### config.mk
export PLATFORM = sky130hd
export DESIGN_NAME = refresh_deadline_tracker
export DESIGN_NICKNAME = d
export VERILOG_FILES = /design/src/rtl/rdt_pkg.sv /design/src/rtl/rdt_cmd_decode.sv /design/src/rtl/rdt_counters.sv /design/src/rtl/rdt_fsm.sv /design/src/rtl/rdt_urgency.sv /design/src/rtl/refresh_deadline_tracker.sv
export SDC_FILE = /design/constraint.sdc
export NUM_CORES = 1
export LEC_CHECK = 0
export CELL_PAD_IN_SITES_DETAIL_PLACEMENT = 1
export CELL_PAD_IN_SITES_GLOBAL_PLACEMENT = 2
export CORE_UTILIZATION = 40
export CTS_BUF_LIST = sky130_fd_sc_hd__clkbuf_2 sky130_fd_sc_hd__clkbuf_4 sky130_fd_sc_hd__clkbuf_8
export DETAILED_ROUTE_END_ITERATION = 6
export PLACE_DENSITY_LB_ADDON = 0.05
export SLEW_MARGIN = 20
export SYNTH_ARGS = -nofsm -noshare
export SYNTH_HDL_FRONTEND = slang
export SYNTH_SLANG_ARGS = --single-unit
### constraint.sdc
create_clock -name clk -period 3.6 [get_ports clk]
set_input_delay 0.72 -clock clk [delete_from_list [all_inputs] [get_ports clk]]
set_output_delay 0.72 -clock clk [all_outputs]
set_load 0.01 [all_outputs]
### src/rtl/rdt_pkg.sv
package rdt_pkg;

    typedef enum logic [1:0] {
        ST_TRACK = 2'd0,
        ST_MET   = 2'd1,
        ST_SELF  = 2'd2
    } rdt_state_e;

    typedef struct packed {
        logic auto_ref;
        logic sr_enter;
    } rdt_cmd_t;

endpackage

### src/rtl/rdt_cmd_decode.sv
module rdt_cmd_decode
    import rdt_pkg::*;
(
    input  logic     cke,
    input  logic     cs_n,
    input  logic     ras_n,
    input  logic     cas_n,
    input  logic     we_n,
    output rdt_cmd_t cmd
);

    logic ref_pattern;

    always_comb begin
        ref_pattern  = !cs_n && !ras_n && !cas_n && we_n;
        cmd.auto_ref = ref_pattern && cke;
        cmd.sr_enter = ref_pattern && !cke;
    end

endmodule

### src/rtl/rdt_counters.sv
module rdt_counters #(
    parameter int WINDOW_CYCLES = 6400000,
    parameter int REFRESH_QUOTA = 4096,
    localparam int WIN_W = $clog2(WINDOW_CYCLES),
    localparam int REF_W = $clog2(REFRESH_QUOTA + 1)
) (
    input  logic             clk,
    input  logic             rst_n,
    input  logic             cnt_clr,
    input  logic             auto_ref,
    output logic [WIN_W-1:0] win_cnt,
    output logic [REF_W-1:0] ref_cnt,
    output logic             win_last,
    output logic             quota_next
);

    localparam logic [WIN_W-1:0] WIN_END  = WIN_W'(WINDOW_CYCLES - 1);
    localparam logic [REF_W-1:0] QUOTA    = REF_W'(REFRESH_QUOTA);
    localparam logic [REF_W-1:0] QUOTA_M1 = REF_W'(REFRESH_QUOTA - 1);

    always_comb begin
        win_last   = (win_cnt == WIN_END);
        quota_next = (ref_cnt == QUOTA) || (auto_ref && (ref_cnt == QUOTA_M1));
    end

    always_ff @(posedge clk or negedge rst_n) begin
        if (!rst_n) begin
            win_cnt <= '0;
        end else if (cnt_clr) begin
            win_cnt <= '0;
        end else begin
            win_cnt <= win_cnt + WIN_W'(1);
        end
    end

    always_ff @(posedge clk or negedge rst_n) begin
        if (!rst_n) begin
            ref_cnt <= '0;
        end else if (cnt_clr) begin
            ref_cnt <= '0;
        end else if (auto_ref && (ref_cnt != QUOTA)) begin
            ref_cnt <= ref_cnt + REF_W'(1);
        end
    end

endmodule

### src/rtl/rdt_fsm.sv
module rdt_fsm
    import rdt_pkg::*;
(
    input  logic       clk,
    input  logic       rst_n,
    input  rdt_cmd_t   cmd,
    input  logic       cke,
    input  logic       win_last,
    input  logic       quota_next,
    output rdt_state_e state,
    output logic       cnt_clr,
    output logic       violation
);

    rdt_state_e state_nxt;
    logic       viol_set;

    // Next-state selection; self-refresh entry outranks a window close.
    always_comb begin
        state_nxt = state;
        unique case (state)
            ST_TRACK: begin
                if (cmd.sr_enter)        state_nxt = ST_SELF;   // T_SR_ENTER
                else if (win_last)       state_nxt = ST_TRACK;  // T_WIN_FAIL / pass on last edge
                else if (quota_next)     state_nxt = ST_MET;    // T_QUOTA
                else                     state_nxt = ST_TRACK;
            end
            ST_MET: begin
                if (cmd.sr_enter)        state_nxt = ST_SELF;   // T_SR_ENTER
                else if (win_last)       state_nxt = ST_TRACK;  // T_WIN_PASS
                else                     state_nxt = ST_MET;
            end
            ST_SELF: begin
                if (cke)                 state_nxt = ST_TRACK;  // T_SR_EXIT
                else                     state_nxt = ST_SELF;
            end
            default:                     state_nxt = ST_TRACK;
        endcase
    end

    // State register.
    always_ff @(posedge clk or negedge rst_n) begin
        if (!rst_n) state <= ST_TRACK;
        else        state <= state_nxt;
    end

    // Output decode from the current state and sampled events.
    always_comb begin
        cnt_clr  = (state == ST_SELF) || cmd.sr_enter || win_last;
        viol_set = (state == ST_TRACK) && win_last && !cmd.sr_enter && !quota_next;
    end

    always_ff @(posedge clk or negedge rst_n) begin
        if (!rst_n)        violation <= 1'b0;
        else if (viol_set) violation <= 1'b1;
    end

endmodule

### src/rtl/rdt_urgency.sv
module rdt_urgency
    import rdt_pkg::*;
#(
    parameter int WINDOW_CYCLES  = 6400000,
    parameter int REFRESH_QUOTA  = 4096,
    parameter int URGENCY_MARGIN = 16,
    localparam int WIN_W  = $clog2(WINDOW_CYCLES),
    localparam int REF_W  = $clog2(REFRESH_QUOTA + 1),
    localparam int MARG_W = $clog2(URGENCY_MARGIN + 1),
    localparam int PROD_W = MARG_W + REF_W,
    localparam int CMP_W  = ((WIN_W > PROD_W) ? WIN_W : PROD_W) + 1
) (
    input  rdt_state_e       state,
    input  logic [WIN_W-1:0] win_cnt,
    input  logic [REF_W-1:0] ref_cnt,
    output logic             urgent
);

    logic [CMP_W-1:0] remaining;
    logic [CMP_W-1:0] owed;
    logic [CMP_W-1:0] needed;

    always_comb begin
        remaining = CMP_W'(WINDOW_CYCLES - 1) - CMP_W'(win_cnt);
        owed      = CMP_W'(REFRESH_QUOTA) - CMP_W'(ref_cnt);
        needed    = CMP_W'(URGENCY_MARGIN) * owed;
        urgent    = (state == ST_TRACK) && (remaining < needed);
    end

endmodule

### src/rtl/refresh_deadline_tracker.sv
module refresh_deadline_tracker
    import rdt_pkg::*;
#(
    parameter int WINDOW_CYCLES  = 6400000,
    parameter int REFRESH_QUOTA  = 4096,
    parameter int URGENCY_MARGIN = 16
) (
    input  logic clk,
    input  logic rst_n,
    input  logic cke,
    input  logic cs_n,
    input  logic ras_n,
    input  logic cas_n,
    input  logic we_n,
    output logic urgent,
    output logic violation
);

    localparam int WIN_W = $clog2(WINDOW_CYCLES);
    localparam int REF_W = $clog2(REFRESH_QUOTA + 1);

    rdt_cmd_t         cmd;
    rdt_state_e       state;
    logic             cnt_clr;
    logic             win_last;
    logic             quota_next;
    logic [WIN_W-1:0] win_cnt;
    logic [REF_W-1:0] ref_cnt;

    rdt_cmd_decode u_decode (
        .cke   (cke),
        .cs_n  (cs_n),
        .ras_n (ras_n),
        .cas_n (cas_n),
        .we_n  (we_n),
        .cmd   (cmd)
    );

    rdt_counters #(
        .WINDOW_CYCLES (WINDOW_CYCLES),
        .REFRESH_QUOTA (REFRESH_QUOTA)
    ) u_counters (
        .clk        (clk),
        .rst_n      (rst_n),
        .cnt_clr    (cnt_clr),
        .auto_ref   (cmd.auto_ref),
        .win_cnt    (win_cnt),
        .ref_cnt    (ref_cnt),
        .win_last   (win_last),
        .quota_next (quota_next)
    );

    rdt_fsm u_fsm (
        .clk        (clk),
        .rst_n      (rst_n),
        .cmd        (cmd),
        .cke        (cke),
        .win_last   (win_last),
        .quota_next (quota_next),
        .state      (state),
        .cnt_clr    (cnt_clr),
        .violation  (violation)
    );

    rdt_urgency #(
        .WINDOW_CYCLES  (WINDOW_CYCLES),
        .REFRESH_QUOTA  (REFRESH_QUOTA),
        .URGENCY_MARGIN (URGENCY_MARGIN)
    ) u_urgency (
        .state   (state),
        .win_cnt (win_cnt),
        .ref_cnt (ref_cnt),
        .urgent  (urgent)
    );

endmodule

==> results.sh, run 1 <==
export IMPL_status="complete, but fails checks"
export IMPL_violations="negative setup slack"
export IMPL_clockBufferDepth=2
export IMPL_synthCells=339
export IMPL_clk_pin_slew_worst_paths_ps=90
export IMPL_startpoint_type="flop"
export IMPL_fin_util_pct=51.5
export IMPL_synth_top_area_share_pct=33.4
export IMPL_yosysTopAreaCell="dfrtp_1"
export IMPL_coreArea_um2=6910
export IMPL_die_h_um=87.4
export IMPL_intPower_uw=731
export IMPL_cts_root_buffer="clkbuf_8"
export IMPL_fin_setup_tns_ps=-114
export IMPL_diodes=0
export IMPL_layout_drive_gt1_share_pct=22.6
export IMPL_ys_seq_elements=39
export IMPL_end_kind="primary output"
export IMPL_ys_flop_type="dfrtp_1"
export IMPL_worstPathArrival_ps=2990
export IMPL_r2r_end="u_counters.win_cnt[16]$_DFF_PN0_"
export IMPL_grt_pass1_vias=2612
export IMPL_syn_num_nets=370
export IMPL_initial_core_util_pct=42.2
export IMPL_timing_rr_start="u_counters.win_cnt[19]$_DFF_PN0_"
export IMPL_synth_async_reset_ratio_pct=100
export IMPL_p_per_area_nw_per_um2=308
export IMPL_startpoint="u_counters.ref_cnt[2]$_DFFE_PN0P_"
export IMPL_fin_ws_ps=-114
export IMPL_clkSinkCount=39
export IMPL_htreeDepth=2
export IMPL_drt_pass1_iterations=4
export IMPL_ctsHoldBuffers=0
export IMPL_power_frac_comb_pct=24.6
export IMPL_finalSetupViolCount=1
export IMPL_seq_area_frac_synth_pct=33.4
export IMPL_use_met2_pct=39.5
export IMPL_reg2regPathDepth=7
export IMPL_globalplace_congestion=0.761
export IMPL_p_leak_uw=0.00157
export IMPL_slew_headroom_pct=35.3
export IMPL_dr_total_vias=2519
export IMPL_critPathMaxFanout=2
export IMPL_syn_cell_area_um2=2920
export IMPL_maxCapViolations=0
export IMPL_fin_nets=411
export IMPL_ys_warn_count=0
export IMPL_sw_frac_of_total_pct=33.3
export IMPL_path_class="reg2out"
export IMPL_antenna_found_initial=0
export IMPL_fin_area_um2=3560
export IMPL_hpwl_um=5840
export IMPL_drc=0
export IMPL_synth_cell_type_count=47
export IMPL_area_delta_synth_final_pct=21.9
export IMPL_maxSlewViolCount=0
export IMPL_grt_busiest_layer="met2"
export IMPL_vdd_ir_drop_max_uv=263
export IMPL_rows=30
export IMPL_synth_edff_count=0
export IMPL_required_ps=2880
export IMPL_die_w_um=87.4
export IMPL_tightest_slew_ps=961
export IMPL_synth_most_common_cell="nor2_1"
export IMPL_reg2reg_slack_ps=1390
export IMPL_p_switching_uw=365
export IMPL_stdcell_count=477
export IMPL_placed_area_um2=3350
export IMPL_crit_end="urgent"
export IMPL_io_pins=9
export IMPL_viasPerCell=5.28
export IMPL_clk_latency_ps=300
export IMPL_synth_commonest_cells="nor2_1 (50), dfrtp_1 (39), nand2_1 (33)"
export IMPL_drtIter0Drc=80
export IMPL_final_hold_viol_count=0
export IMPL_avgRoutedWirePerCell_um=16.3
export IMPL_use_met3_pct=2.56
export IMPL_die_area_um2=7640
export IMPL_ant_nets=0
export IMPL_grt_pass1_wl_um=12900
export IMPL_avgSynthCellArea_um2=8.61
export IMPL_cts_buffers=5
export IMPL_num_fill_cells=850
export IMPL_multi_input_area_um2=1900
export IMPL_period_share_pct=103
export IMPL_rsz0062_at_grt="true"
export IMPL_finalCriticalPeriod_ps=3710
export IMPL_skew_ps=7.03
export IMPL_hp_class="reg2reg"
export IMPL_p_clk_share_pct=28.0
export IMPL_wl_um=7760
export IMPL_met1_usage_pct=29.0
export IMPL_synthTopCellsByArea="dfrtp_1 (33%), ha_1 (10%), xnor2_1 (7.8%)"
export IMPL_grt_overflow_total=0
export IMPL_placed_cells=469
export IMPL_seq_area_um2=976
export IMPL_cts_tree="yes"
export IMPL_seq_power_share_pct=47.5
export IMPL_grtUsageTotal_pct=22.4
export IMPL_clock_fmax_mhz=269
export IMPL_port_buffers=8
export IMPL_grt_max_degree=40
how the worst min path moves through the flow:
stage	startpoint	to	slack [ps]	cells past startpoint
2_1_floorplan	rst_n	u_counters.ref_cnt[0]$_DFFE_PN0P_	420	0
3_3_place_gp	u_fsm.violation$_DFFE_PN0P_	u_fsm.violation$_DFFE_PN0P_	460	1
3_5_place_dp	u_counters.win_cnt[0]$_DFF_PN0_	u_counters.win_cnt[0]$_DFF_PN0_	490	1
4_1_cts	u_counters.win_cnt[0]$_DFF_PN0_	u_counters.win_cnt[0]$_DFF_PN0_	500	1
5_1_grt	u_fsm.violation$_DFFE_PN0P_	u_fsm.violation$_DFFE_PN0P_	520	1
6_report	u_counters.win_cnt[0]$_DFF_PN0_	u_counters.win_cnt[0]$_DFF_PN0_	490	1
state kept, by name, indices dropped and copies added (netlist names):
register            cells
u_counters.win_cnt     23
u_counters.ref_cnt     13
u_fsm.violation         1
u_fsm.state             2
kinds of logic (layout without fill, tap and decap cells):
logic type      count (synthesis)  count (layout)  share of synthesized area, %
xor+xnor                       45              45                          13.5
simple gates                  152             152                          27.3
mux                             1               1                         0.386
compound gates                 43              43                          9.61
fa+ha+maj                      24              24                          10.3
buf+inv                        35              77                          5.49
flops                          39              39                          33.4
cells in the final DEF (no fill, tap or decap), drive strengths merged, types with 4 or more instances in the layout:
cell / netlist / routed
o21ai: 9 / 9
nor4: 10 / 10
and3: 6 / 6
xnor2: 26 / 26
buf: 7 / 47
nor2: 51 / 51
ha: 24 / 24
xor2: 19 / 19
clkbuf: 12 / 5
nand4: 8 / 8
inv: 16 / 16
dfrtp: 39 / 39
nor3: 9 / 9
nand2: 33 / 33
a21oi: 13 / 13
nand3: 17 / 17
or4: 4 / 4
clkdlybuf4s50: 0 / 6
repair_timing:
action,4_1_cts,5_1_grt
resized for setup,15,16
endpoints found under the setup margin,1,1
setup buffers,0,0
pin swaps,8,8
critical path, stage by stage (launching register included):
cell and delay, ps:
dfrtp_1 390, or4_4 570, nor3_4 160, nand2_2 90, buf_6 130, nor2_4 90
xor2_2 210, ha_4 240, a21oi_4 120, o21ai_2 80, or3_1 320, a21oi_2 140
buf_2 140
power groups by stage:
stage / sequential (uW) / clock, uW / combinational [uW]
2_1_floorplan: 518 / 0 / 175
3_3_place_gp: 526 / 0 / 250
3_5_place_dp: 529 / 0 / 259
4_1_cts: 521 / 318 / 268
5_1_grt: 528 / 331 / 310
6_report: 520 / 307 / 269
metal layers:
metal,up-vias,routed length (um),part of all wire [%]
met5,-,0,0
met4,0,78,1.0
met3,6,104,1.3
met2,15,3790,49
met1,1241,3790,49
li1,1257,-,-
metrics by stage:
stage	worst slack (ps)	power, uW	hold slack, ps
6_report	-114	1100	489
5_1_grt	-245	1170	525
4_1_cts	-166	1110	499
3_5_place_dp	-400	788	488
3_3_place_gp	-307	776	459
2_1_floorplan	156	693	424
final cells by class:
class / instances / share of cell area, %
clock buffers: 5 / 1.94
clock inverters: 3 / 0.563
inverters: 16 / 1.69
multi-input cells: 265 / 53.4
flip-flops and latches: 39 / 27.4
well taps: 96 / 3.38
repair buffers: 53 / 11.6
No activity file was read; power rests on OpenSTA's default activity.
==> run 2, diff against run 1 <==
- CTS_CLUSTER_SIZE: default -> 30
==> results of run 2 <==
No change in the layout: final DEF, timing and power equal those of run 1.
==> run 3, diff against run 2 <==
- MAX_ROUTING_LAYER: default -> met4
- SYNTH_HIERARCHICAL: default -> 1
- TNS_END_PERCENT: default -> 10
==> results.sh, run 3 <==
export IMPL_htreeDepth=2
export IMPL_grt_max_degree=40
export IMPL_slew_headroom_pct=37.0
export IMPL_startpoint_type="flop"
export IMPL_max_stage_delay_ps=400
export IMPL_ant_nets=0
export IMPL_diodes=0
export IMPL_fin_area_um2=3620
export IMPL_wl_um=7750
export IMPL_rsz0062_at_grt="true"
export IMPL_path_class="reg2out"
export IMPL_initial_core_util_pct=42.1
export IMPL_die_w_um=87.2
export IMPL_worst_path_max_delay_cell="dfrtp_1"
export IMPL_cts_tree="yes"
export IMPL_tightest_slew_ps=946
export IMPL_num_fill_cells=851
export IMPL_die_area_um2=7610
export IMPL_clkSinkCount=39
export IMPL_worstPathArrival_ps=3090
export IMPL_globalplace_congestion=0.803
export IMPL_multi_input_area_um2=1930
export IMPL_drtIter0Drc=48
export IMPL_cts_root_buffer="clkbuf_8"
export IMPL_fin_nets=414
export IMPL_p_total_uw=1330
export IMPL_status="complete, but fails checks"
export IMPL_dp_slack_ps=-365
export IMPL_largest_register_ffs=23
export IMPL_finalCriticalPeriod_ps=3810
export IMPL_path_cells="nor3_2 > nand3_2 > or3_4 > buf_6 > nor3_4 > xor2_1 > ha_1 > a21oi_2 > o21ai_1 > a2111oi_2 > o2111a_1 > buf_2"
export IMPL_critPathMaxFanout=3
export IMPL_grt_pass1_wl_um=13200
export IMPL_avgSynthCellArea_um2=8.92
export IMPL_synthTopCellsByArea="dfrtp_1 (34%), ha_1 (10%), xnor2_1 (6.9%)"
export IMPL_placed_area_um2=3380
export IMPL_clock_fmax_mhz=263
export IMPL_die_h_um=87.2
export IMPL_antenna_found_initial=0
export IMPL_end_kind="primary output"
export IMPL_maxCapViolations=0
export IMPL_io_pins=9
export IMPL_port_buffers=8
export IMPL_syn_num_nets=357
export IMPL_avgRoutedWirePerCell_um=16.2
export IMPL_ys_seq_elements=39
export IMPL_synth_top_area_share_pct=33.6
export IMPL_synth_cell_type_count=53
export IMPL_vdd_ir_drop_max_uv=254
export IMPL_clk_pin_slew_worst_paths_ps=80
export IMPL_coreArea_um2=6910
export IMPL_dr_total_vias=2646
export IMPL_final_hold_viol_count=0
export IMPL_fin_util_pct=52.4
export IMPL_final_cell_mix="buf_4 (45), nor2_1 (39), dfrtp_1 (39)"
export IMPL_layout_commonest_cell="buf_4"
export IMPL_synth_async_reset_ratio_pct=100
export IMPL_area_delta_synth_final_pct=24.5
export IMPL_drt_pass1_iterations=4
export IMPL_rows=30
export IMPL_hp_class="reg2reg"
export IMPL_violations="negative setup slack"
export IMPL_synthCells=326
export IMPL_grt_overflow_total=0
export IMPL_placed_cells=464
export IMPL_stdcell_count=479
export IMPL_grt_pass1_vias=2742
export IMPL_period_share_pct=106
export IMPL_finalSetupViolCount=1
export IMPL_grtUsageTotal_pct=23.2
export IMPL_layout_drive_gt1_share_pct=22.7
export IMPL_ys_flop_type="dfrtp_1"
export IMPL_maxSlewViolCount=0
export IMPL_seq_area_um2=976
export IMPL_ys_warn_count=6
export IMPL_p_per_area_nw_per_um2=367
export IMPL_skew_ps=9.63
export IMPL_syn_cell_area_um2=2910
export IMPL_required_ps=2880
export IMPL_reg2regPathDepth=10
export IMPL_yosysTopAreaCell="dfrtp_1"
export IMPL_seq_area_frac_synth_pct=33.6
export IMPL_drc=0
export IMPL_cts_buffers=5
export IMPL_p_leak_uw=0.00157
export IMPL_synth_edff_count=0
export IMPL_hpwl_um=5850
export IMPL_synth_most_common_cell="nor2_1"
export IMPL_hold_depth=1
export IMPL_clockBufferDepth=2
export IMPL_clk_latency_ps=300
export IMPL_fin_ws_ps=-209
export IMPL_reg_top3="u_counters/win_cnt x23, u_counters/ref_cnt x13, u_fsm/state x2"
export IMPL_synth_commonest_cells="nor2_1 (41), dfrtp_1 (39), ha_1 (24)"
export IMPL_top_register="u_counters/win_cnt"
export IMPL_viasPerCell=5.52
[run 3: cell count changes in the layout (fill, tap and decap cells not counted), sizes merged, moves of 4 or more]
| cell | change |
|---|---|
| o21ai | +5 |
| nor2 | -10 |
| nand2 | -11 |
| nor2b | +4 |
| or3 | +7 |
| nand3 | -4 |
[run 3: per-layer routing]
layer	track usage [%]	vias up	part of all wire [%]
met4	7.90	0	2.2
met5	-	-	0
met1	27.7	1317	45
met3	4.08	12	2.3
li1	-	1285	-
met2	39.5	32	51
[run 3: timing repair]
item / CTS / global route
setup endpoints to repair: 1 / 1
setup buffers: 6 / 4
hold buffers: 0 / 0
resized for setup: 9 / 13
pin swaps: 8 / 20
[run 3: worst paths after layout]
kind | from | end | slack (ps)
worst max-delay path | u_counters/ref_cnt[2]$_DFFE_PN0P_ | urgent | -210
worst min-delay path | u_fsm/violation$_DFFE_PN0P_ | u_fsm/violation$_DFFE_PN0P_ | 470
worst max register to register | u_counters/win_cnt[12]$_DFF_PN0_ | u_counters/win_cnt[22]$_DFF_PN0_ | 920
worst min register to register | u_fsm/violation$_DFFE_PN0P_ | u_fsm/violation$_DFFE_PN0P_ | 470
max in group asynchronous | rst_n | u_counters/ref_cnt[5]$_DFFE_PN0P_ | 2440
min in group asynchronous | rst_n | u_counters/win_cnt[19]$_DFF_PN0_ | 560
[run 3: layout make-up]
type,count,area share (%)
Clock buffer,6,2.28
Multi-Input combinational cell,263,53.4
Tap cell,96,3.32
Timing Repair Buffer,55,11.9
Clock inverter,1,0.138
Sequential cell,39,27.0
Inverter,19,1.97
[run 3: logic make-up (layout without fill, tap and decap cells)]
group                      Yosys count  count (layout)  synth area share (%)
buffers and inverters               24              81                  3.14
AOI/OAI and AO/OA                   48              48                  10.7
xor gates and xnor gates            40              40                  12.1
DFF                                 39              39                  33.6
adders and majority gates           24              24                  10.3
and+or+nand+nor                    149             149                  29.4
muxes                                2               2                 0.732
[run 3: worst max-delay path, delay by kind of cell, from the launching register on]
kind,cells,cell delay [ps]
xor+xnor,1,160
buf+inv,2,280
simple gates,4,850
flops,1,400
compound gates,4,840
fa+ha+maj,1,270
[run 3: metrics by stage]
step,TNS (ps),hold slack (ps)
final,-209,465
after CTS,-309,472
after global routing,-425,478
after floorplan,0,424
after global placement,-177,457
after detailed placement,-365,453
[run 3: power breakdown]
| part | total, uW | internal (uW) | switching (uW) |
|---|---|---|---|
| Combinational | 485 | 230 | 255 |
| Clock | 310 | 151 | 159 |
| Sequential | 532 | 478 | 54.1 |
| Total | 1330 | 859 | 468 |
